File: src/rtl/qid_pkg.sv
// Shared definitions for the QPSK integrate-and-dump demodulator.
// Assumes exactly two quadrature channels.
package qid_pkg;
    localparam int NUM_CH = 2;

    typedef enum int {
        CH_I = 0,
        CH_Q = 1
    } chan_e;
endpackage

File: src/rtl/qid_edge.sv
// Code-clock edge detector: registers the code clock level and flags the
// cycle in which it is high after being low on the previous edge.
// Assumes code_clk is synchronous to clk.
module qid_edge (
    input  logic clk,
    input  logic rst_n,
    input  logic code_clk,
    output logic rise
);
    logic code_q;

    // Remember the code clock level seen on the previous edge.
    always_ff @(posedge clk) begin
        if (!rst_n) code_q <= 1'b0;
        else        code_q <= code_clk;
    end

    // Rising edge is a high level now with a low level before.
    always_comb rise = code_clk && !code_q;
endmodule

File: src/rtl/qid_window.sv
// Accumulation window counter: after each dump, asserts acc_en for win_len
// clock edges and then holds it low until the next dump.
// Assumes win_len is stable within a code period.
module qid_window #(
    parameter int PERIOD_W = 8
) (
    input  logic                clk,
    input  logic                rst_n,
    input  logic                dump,
    input  logic [PERIOD_W-1:0] win_len,
    output logic                acc_en
);
    logic [PERIOD_W-1:0] cnt;

    // Count accumulated cycles since the last dump, saturating at win_len.
    always_ff @(posedge clk) begin
        if (!rst_n)              cnt <= '0;
        else if (dump)           cnt <= '0;
        else if (cnt < win_len)  cnt <= cnt + 1'b1;
    end

    // Products are accepted only inside the window and never on a dump edge.
    always_comb acc_en = !dump && (cnt < win_len);
endmodule

File: src/rtl/qid_channel.sv
// One demodulator arm: multiplies the sample by its reference, integrates
// the product while enabled, and on dump slices the sum against a threshold
// and clears. Assumes ACC_W is at least THR_W and wide enough for a full window.
module qid_channel #(
    parameter int SAMPLE_W = 8,
    parameter int REF_W    = 8,
    parameter int THR_W    = 16,
    parameter int ACC_W    = 24
) (
    input  logic                clk,
    input  logic                rst_n,
    input  logic [SAMPLE_W-1:0] smp,
    input  logic [REF_W-1:0]    ref_v,
    input  logic                acc_en,
    input  logic                dump,
    input  logic [THR_W-1:0]    thr,
    output logic [ACC_W-1:0]    acc,
    output logic                bit_o
);
    localparam int PROD_W = SAMPLE_W + REF_W;

    logic [PROD_W-1:0] prod;
    logic [ACC_W-1:0]  prod_ext;
    logic [ACC_W-1:0]  thr_ext;
    logic              above;

    // Unsigned product and extensions to accumulator width.
    always_comb begin
        prod     = PROD_W'(smp) * PROD_W'(ref_v);
        prod_ext = ACC_W'(prod);
        thr_ext  = ACC_W'(thr);
        above    = acc > thr_ext;
    end

    // Integrate, then slice and clear on dump.
    always_ff @(posedge clk) begin
        if (!rst_n) begin
            acc   <= '0;
            bit_o <= 1'b0;
        end else if (dump) begin
            acc   <= '0;
            bit_o <= !above;
        end else if (acc_en) begin
            acc   <= acc + prod_ext;
        end
    end
endmodule

File: src/rtl/qpsk_iad_demod.sv
// QPSK integrate-and-dump demodulator top: shares the code-clock edge and
// the window counter between an I arm (cosine) and a Q arm (sine), and
// emits a one-cycle strobe with each decision.
// Assumes all inputs are synchronous to clk.
module qpsk_iad_demod #(
    parameter int SAMPLE_W = 8,
    parameter int REF_W    = 8,
    parameter int PERIOD_W = 8,
    parameter int THR_W    = 16
) (
    input  logic                clk,
    input  logic                rst_n,
    input  logic [SAMPLE_W-1:0] smp_in,
    input  logic [REF_W-1:0]    cos_ref,
    input  logic [REF_W-1:0]    sin_ref,
    input  logic                code_clk,
    input  logic [PERIOD_W-1:0] win_len,
    input  logic [THR_W-1:0]    thr_i,
    input  logic [THR_W-1:0]    thr_q,
    output logic                bit_i,
    output logic                bit_q,
    output logic                bit_vld
);
    import qid_pkg::*;

    localparam int ACC_W = SAMPLE_W + REF_W + PERIOD_W;

    logic             dump;
    logic             acc_en;
    logic [REF_W-1:0] ref_sel [NUM_CH];
    logic [THR_W-1:0] thr_sel [NUM_CH];
    logic [ACC_W-1:0] acc_w   [NUM_CH];
    logic             bit_w   [NUM_CH];

    qid_edge u_edge (
        .clk      (clk),
        .rst_n    (rst_n),
        .code_clk (code_clk),
        .rise     (dump)
    );

    qid_window #(.PERIOD_W(PERIOD_W)) u_win (
        .clk     (clk),
        .rst_n   (rst_n),
        .dump    (dump),
        .win_len (win_len),
        .acc_en  (acc_en)
    );

    // Route each arm its reference and threshold.
    always_comb begin
        ref_sel[CH_I] = cos_ref;
        ref_sel[CH_Q] = sin_ref;
        thr_sel[CH_I] = thr_i;
        thr_sel[CH_Q] = thr_q;
    end

    for (genvar c = 0; c < NUM_CH; c++) begin : g_ch
        qid_channel #(
            .SAMPLE_W (SAMPLE_W),
            .REF_W    (REF_W),
            .THR_W    (THR_W),
            .ACC_W    (ACC_W)
        ) u_ch (
            .clk    (clk),
            .rst_n  (rst_n),
            .smp    (smp_in),
            .ref_v  (ref_sel[c]),
            .acc_en (acc_en),
            .dump   (dump),
            .thr    (thr_sel[c]),
            .acc    (acc_w[c]),
            .bit_o  (bit_w[c])
        );
    end

    // Decision strobe follows each dump by the same edge that updates the bits.
    always_ff @(posedge clk) begin
        if (!rst_n) bit_vld <= 1'b0;
        else        bit_vld <= dump;
    end

    // Drive the recovered bits from the arms.
    always_comb begin
        bit_i = bit_w[CH_I];
        bit_q = bit_w[CH_Q];
    end
endmodule

File: config.mk
export PLATFORM = sky130hd
export DESIGN_NAME = qpsk_iad_demod
export DESIGN_NICKNAME = d
export VERILOG_FILES = /design/src/rtl/qid_pkg.sv /design/src/rtl/qid_edge.sv /design/src/rtl/qid_window.sv /design/src/rtl/qid_channel.sv /design/src/rtl/qpsk_iad_demod.sv
export SDC_FILE = /design/constraint.sdc
export NUM_CORES = 1
export LEC_CHECK = 0
export BUFFER_PORTS_ARGS = -buffer_cell sky130_fd_sc_hd__buf_2
export CAP_MARGIN = 5
export CORE_MARGIN = 3
export CORE_UTILIZATION = 60
export CTS_CLUSTER_SIZE = 40
export DETAILED_ROUTE_END_ITERATION = 12
export PLACE_DENSITY = 0.8
export REMOVE_ABC_BUFFERS = 1
export SLEW_MARGIN = 10
export SYNTH_ARGS = -nofsm -noshare
export SYNTH_HDL_FRONTEND = slang
export SYNTH_SLANG_ARGS = --single-unit
export TNS_END_PERCENT = 5
File: constraint.sdc
create_clock -name clk -period 8.15 [get_ports clk]
set_clock_uncertainty 0.15 [all_clocks]
set_input_delay 0.815 -clock clk [delete_from_list [all_inputs] [get_ports clk]]
set_output_delay 0.815 -clock clk [all_outputs]
set_load 0.005 [all_outputs]
Word level (Yosys, flattened, before mapping)
Cells that the tools add are included.
{"block": "op_classes", "bitwise": 1, "add_sub_neg": 3, "reduce_logical": 7, "multipliers": 2, "order_cmp": 3}
{"cell": "adder 24 x 16 -> 24 bit", "n": 2}
{"cell": "greater-than comparator 24 x 16 -> 1 bit", "n": 2}
{"cell": "multiplier 8 x 8 -> 16 bit", "n": 2}
{"cell": "adder 8 x 1 -> 8 bit (second input constant)", "n": 1}
{"cell": "less-than comparator 8 bit", "n": 1}
{"cell": "zero test 1 bit", "n": 4}
{"cell": "logical AND 1 bit", "n": 2}
{"cell": "OR reduction 2 bit", "n": 1}
{"cell": "inverter 1 bit", "n": 1}
{"block": "word_totals", "elab_cells": 23, "reg_bits": 60, "in_bits": 67, "output_inout_bits": 3}

Longest topological paths before layout
{"block": "depth", "ltp_word": 4, "ltp_mapped": 18, "ltp_nobuf": 17}

Hierarchy
From an unflattened synthesis, not the netlist that was laid out.
{"block": "unflattened", "hier_cells": 1073, "area_unflattened_um2": 8876.0}
{"mod": "qid_channel (g_ch[1].u_ch)", "n_inst": 1, "cells_each": 509, "seq_area_each_um2": 500.5, "area_each_um2": 4144.0}
{"mod": "qid_channel (g_ch[0].u_ch)", "n_inst": 1, "cells_each": 493, "seq_area_each_um2": 500.5, "area_each_um2": 4119.0}
{"mod": "qid_window", "n_inst": 1, "cells_each": 66, "seq_area_each_um2": 160.2, "area_each_um2": 546.8}
{"mod": "qid_edge", "n_inst": 1, "cells_each": 3, "seq_area_each_um2": 20.0, "area_each_um2": 40.0}
{"mod": "qpsk_iad_demod", "n_inst": 1, "cells_each": 2, "seq_area_each_um2": 20.0, "area_each_um2": 26.3}

Least setup slack after synthesis
Ideal clock, no wire load.
{"block": "synth_timing", "path_kind": "input to register", "start": "in smp_in[5]", "end": "reg g_ch[0].u_ch.acc[14]", "path_slack_ns": 2.959, "required_time_ns": 7.894, "setup_ns": 0.106, "path_buffers": 1, "stages": 15, "arrival_time_ns": 4.935, "cell_sequence": "clkbuf_1 -> nand2_1 -> fa_1 -> inv_1 -> fa_1 -> fa_1 -> inv_1 -> fa_1 -> inv_1 -> ha_1 -> nand2_1 -> o31ai_1 -> o22ai_1 -> or4_1 -> o311ai_0"}
{"block": "synth_between", "elab_chain_len": 2}
{"item": "start: declaration", "line": "qpsk_iad_demod.sv:13", "source": "input logic [SAMPLE_W-1:0] smp_in,"}
{"item": "multiplier 8 x 8 -> 16 bit", "line": "qid_channel.sv:29", "source": "prod = PROD_W'(smp) * PROD_W'(ref_v);"}
{"item": "adder 24 x 16 -> 24 bit", "line": "qid_channel.sv:44", "source": "acc <= acc + prod_ext;"}
{"item": "end signal: assignment", "line": "qid_channel.sv:44"}
{"item": "end: declaration", "line": "qid_channel.sv:17", "source": "output logic [ACC_W-1:0] acc,"}
Every way passes these cells.
A chain may end at the register's enable or synchronous reset.

Final worst setup path
{"block": "layout_timing", "start": "in smp_in[6]", "end": "reg g_ch[0].u_ch.acc[14]"}
Same word-level chain as after synthesis.

==> impl_metrics.json <==
{
  "status": "finished, final reports clean",
  "layout_commonest_cell": "inv_1",
  "dieArea_sq_um": 16500,
  "die_x_um": 128,
  "setup_violations": 0,
  "clk_latency_ns": 0.35,
  "postCtsSetupRepairBufs": 0,
  "cpMaxStageDelayCell": "o31ai_1",
  "p_int_uw": 1450,
  "dr.pass1.iters": 5,
  "synth-seq-cells": 60,
  "grt_start_max_net_pins": 60,
  "rsz0062_at_grt": "no",
  "cts_buffer_depth": 2,
  "drt-vias-per-instance": 5.58,
  "die_h_um": 128,
  "worstSetupPathType": "primary input to flop",
  "clockPowerShare_pct": 15.7,
  "synth_edf_count": 0,
  "syn2layout_area_growth_pct": 9.23,
  "root_buffer": "clkbuf_16",
  "ys_seq_area_share_pct": 13.4,
  "hold_violations": 0,
  "drive_gt1_share_pct": 8.58,
  "relSlewSlack_pct": 53.1,
  "worstMarginPinSlew_ns": 0.703,
  "grt_pass1_wl_um": 33100,
  "regArea_sq_um": 1200,
  "async_flop_share_pct": 0,
  "cp.arrival_ns": 5.40,
  "startpoint_type": "primary input",
  "timing.hold.ws_ns": 0.316,
  "globalRoute.totalOverflow": 0,
  "n_antenna_cell": 0,
  "cp.buffers_inverters": 4,
  "cp_max_fo": 16,
  "drv_slew": 0,
  "fmax_ghz": 0.188,
  "reg2regPathDepth": 15,
  "fin_cells": 1349,
  "synth_area_per_cell_sq_um": 8.11,
  "p_comb_share_pct": 70.1,
  "fp-row-count": 44,
  "dp.cells": 1333,
  "ant_nets": 0,
  "finalCritPeriodShare_pct": 65.2,
  "powerDensity_nw_per_um2": 281,
  "vias": 7523,
  "crit_required_ns": 8.24,
  "routabilityCongestion": 0.851,
  "clk_pin_slew_ns": 0.06,
  "ir_drop_v": 0.000175,
  "nFillCells": 1233,
  "cts_tree": "yes",
  "fin_tns_setup_ns": 0,
  "htree_levels": 3,
  "synth.distinct_cells": 54,
  "portBuffers": 69,
  "nets": 1449,
  "core_sq_um": 14600,
  "drt-total-wl_um": 18800,
  "drt_iter0_markers": 479,
  "grt_use_total_pct": 24.4,
  "worstHoldPathCells": 2,
  "min_period_ns": 5.31,
  "worstPathCellList": "buf_2 > nand2_1 > fa_1 > inv_1 > fa_1 > fa_1 > inv_1 > fa_1 > inv_1 > ha_1 > nand2_1 > o31ai_1 > o22ai_1 > or4_1 > o311ai_0",
  "total_power_uw": 2750,
  "synth_flop_cell": "dfxtp_1",
  "setup_ws_ns": 2.84,
  "grt_pass1_vias": 7289,
  "postSynthCellCount": 1106,
  "path_delay_family": "adder cells",
  "crit_path_end_kind": "flop",
  "hpwl_um": 15000,
  "p_switching_uw": 1300,
  "numCtsBuffers": 9,
  "multi_input_area_sq_um": 6740,
  "slowest_delay_ns": 0.62,
  "pre_cts_ws_ns": 2.55,
  "crit_top_cell": "fa_1",
  "io_pins": 70,
  "sw_frac_of_total_pct": 47.2,
  "p_leak_uw": 0.00516,
  "hp-class": "flop to flop",
  "post_drt_wl_per_cell_um": 14.0,
  "cts_hold_buf": 0,
  "cts.sinks": 60,
  "crit_cells": 15,
  "drcViolationCount": 0,
  "p_seq_share_pct": 14.2,
  "start_util_pct": 61.5,
  "cts_resized": 0,
  "max_cap_viol_count": 0,
  "yosys_warnings": 0,
  "syn_area_sq_um": 8970,
  "antenna_found_initial": 0,
  "final_cell_mix": "inv_1, nand2_1, ha_1"
}
==> power by group through the flow <==
stage          registers (uW)  clock network (uW)  logic, uW
2_1_floorplan             382                   0       1540
3_3_place_gp              397                   0       1850
3_5_place_dp              398                   0       1910
4_1_cts                   392                 440       1940
5_1_grt                   397                 452       2250
6_report                  391                 432       1930
==> final timing paths <==
path                                     startpoint                    to  slack, ns
worst max-delay path                      smp_in[6]  g_ch[0].u_ch.acc[14]       2.84
worst min register to register   g_ch[0].u_ch.bit_o    g_ch[0].u_ch.bit_o       0.32
worst max register to register  g_ch[1].u_ch.acc[6]  g_ch[1].u_ch.acc[18]       3.39
worst min-delay path             g_ch[0].u_ch.bit_o    g_ch[0].u_ch.bit_o       0.32
==> Yosys cell counts (all sizes together), types with 18 or more instances <==
library cell	count	area, sq um
inv	243	912
fa	100	2000
nand2	142	533
and2	67	419
dfxtp	60	1200
clkbuf	27	101
nand3	18	90.1
o21ai	25	129
ha	122	1530
a21oi	61	309
nor2	25	93.8
==> stage by stage <==
stage,instance area [sq um],util [%]
after CTS,9800,67.2
after global routing,9800,67.2
after detailed placement,9460,64.9
final,9800,67.2
after global placement,9460,64.9
after floorplan,8850,-
==> per-layer routing <==
metal	up-vias	routed length (um)	part of all wire, %	global-route usage [%]
li1	3738	-	-	-
met3	35	1060	5.6	3.38
met4	0	385	2.0	7.68
met5	-	0	0	0
met1	3548	8340	44	32.9
met2	202	9050	48	40.8
==> cells by family after synthesis <==
kind of cell	Yosys count	synth area share (%)
XOR/XNOR	17	1.66
flip-flops	60	13.4
adder cells (fa/ha/maj)	222	39.3
AND/OR/NAND/NOR	325	18.0
buffers and inverters	273	11.5
multiplexers	12	1.35
AO/OA/AOI/OAI	197	14.8
==> flip-flops by register name, indices dropped and copies added (netlist names) <==
register and cells:
bit_vld 1, u_edge.code_q 1, g_ch.u_ch.acc 48, u_win.cnt 8, g_ch.u_ch.bit_o 2
==> area by class of cell <==
type	count	share of cell area, %
Multi-Input combinational cell	773	68.8
Sequential cell	60	12.3
Inverter	243	9.31
Timing Repair Buffer	73	3.83
Clock buffer	11	2.58
Tap cell	184	2.35
Clock inverter	5	0.856
==> tightest hold or removal path: cells and delay by family, from the launching register on <==
family	cells	cell delay [ns]
compound gates	2	0.12
flops	1	0.32
(Power assumes the default switching activity.)
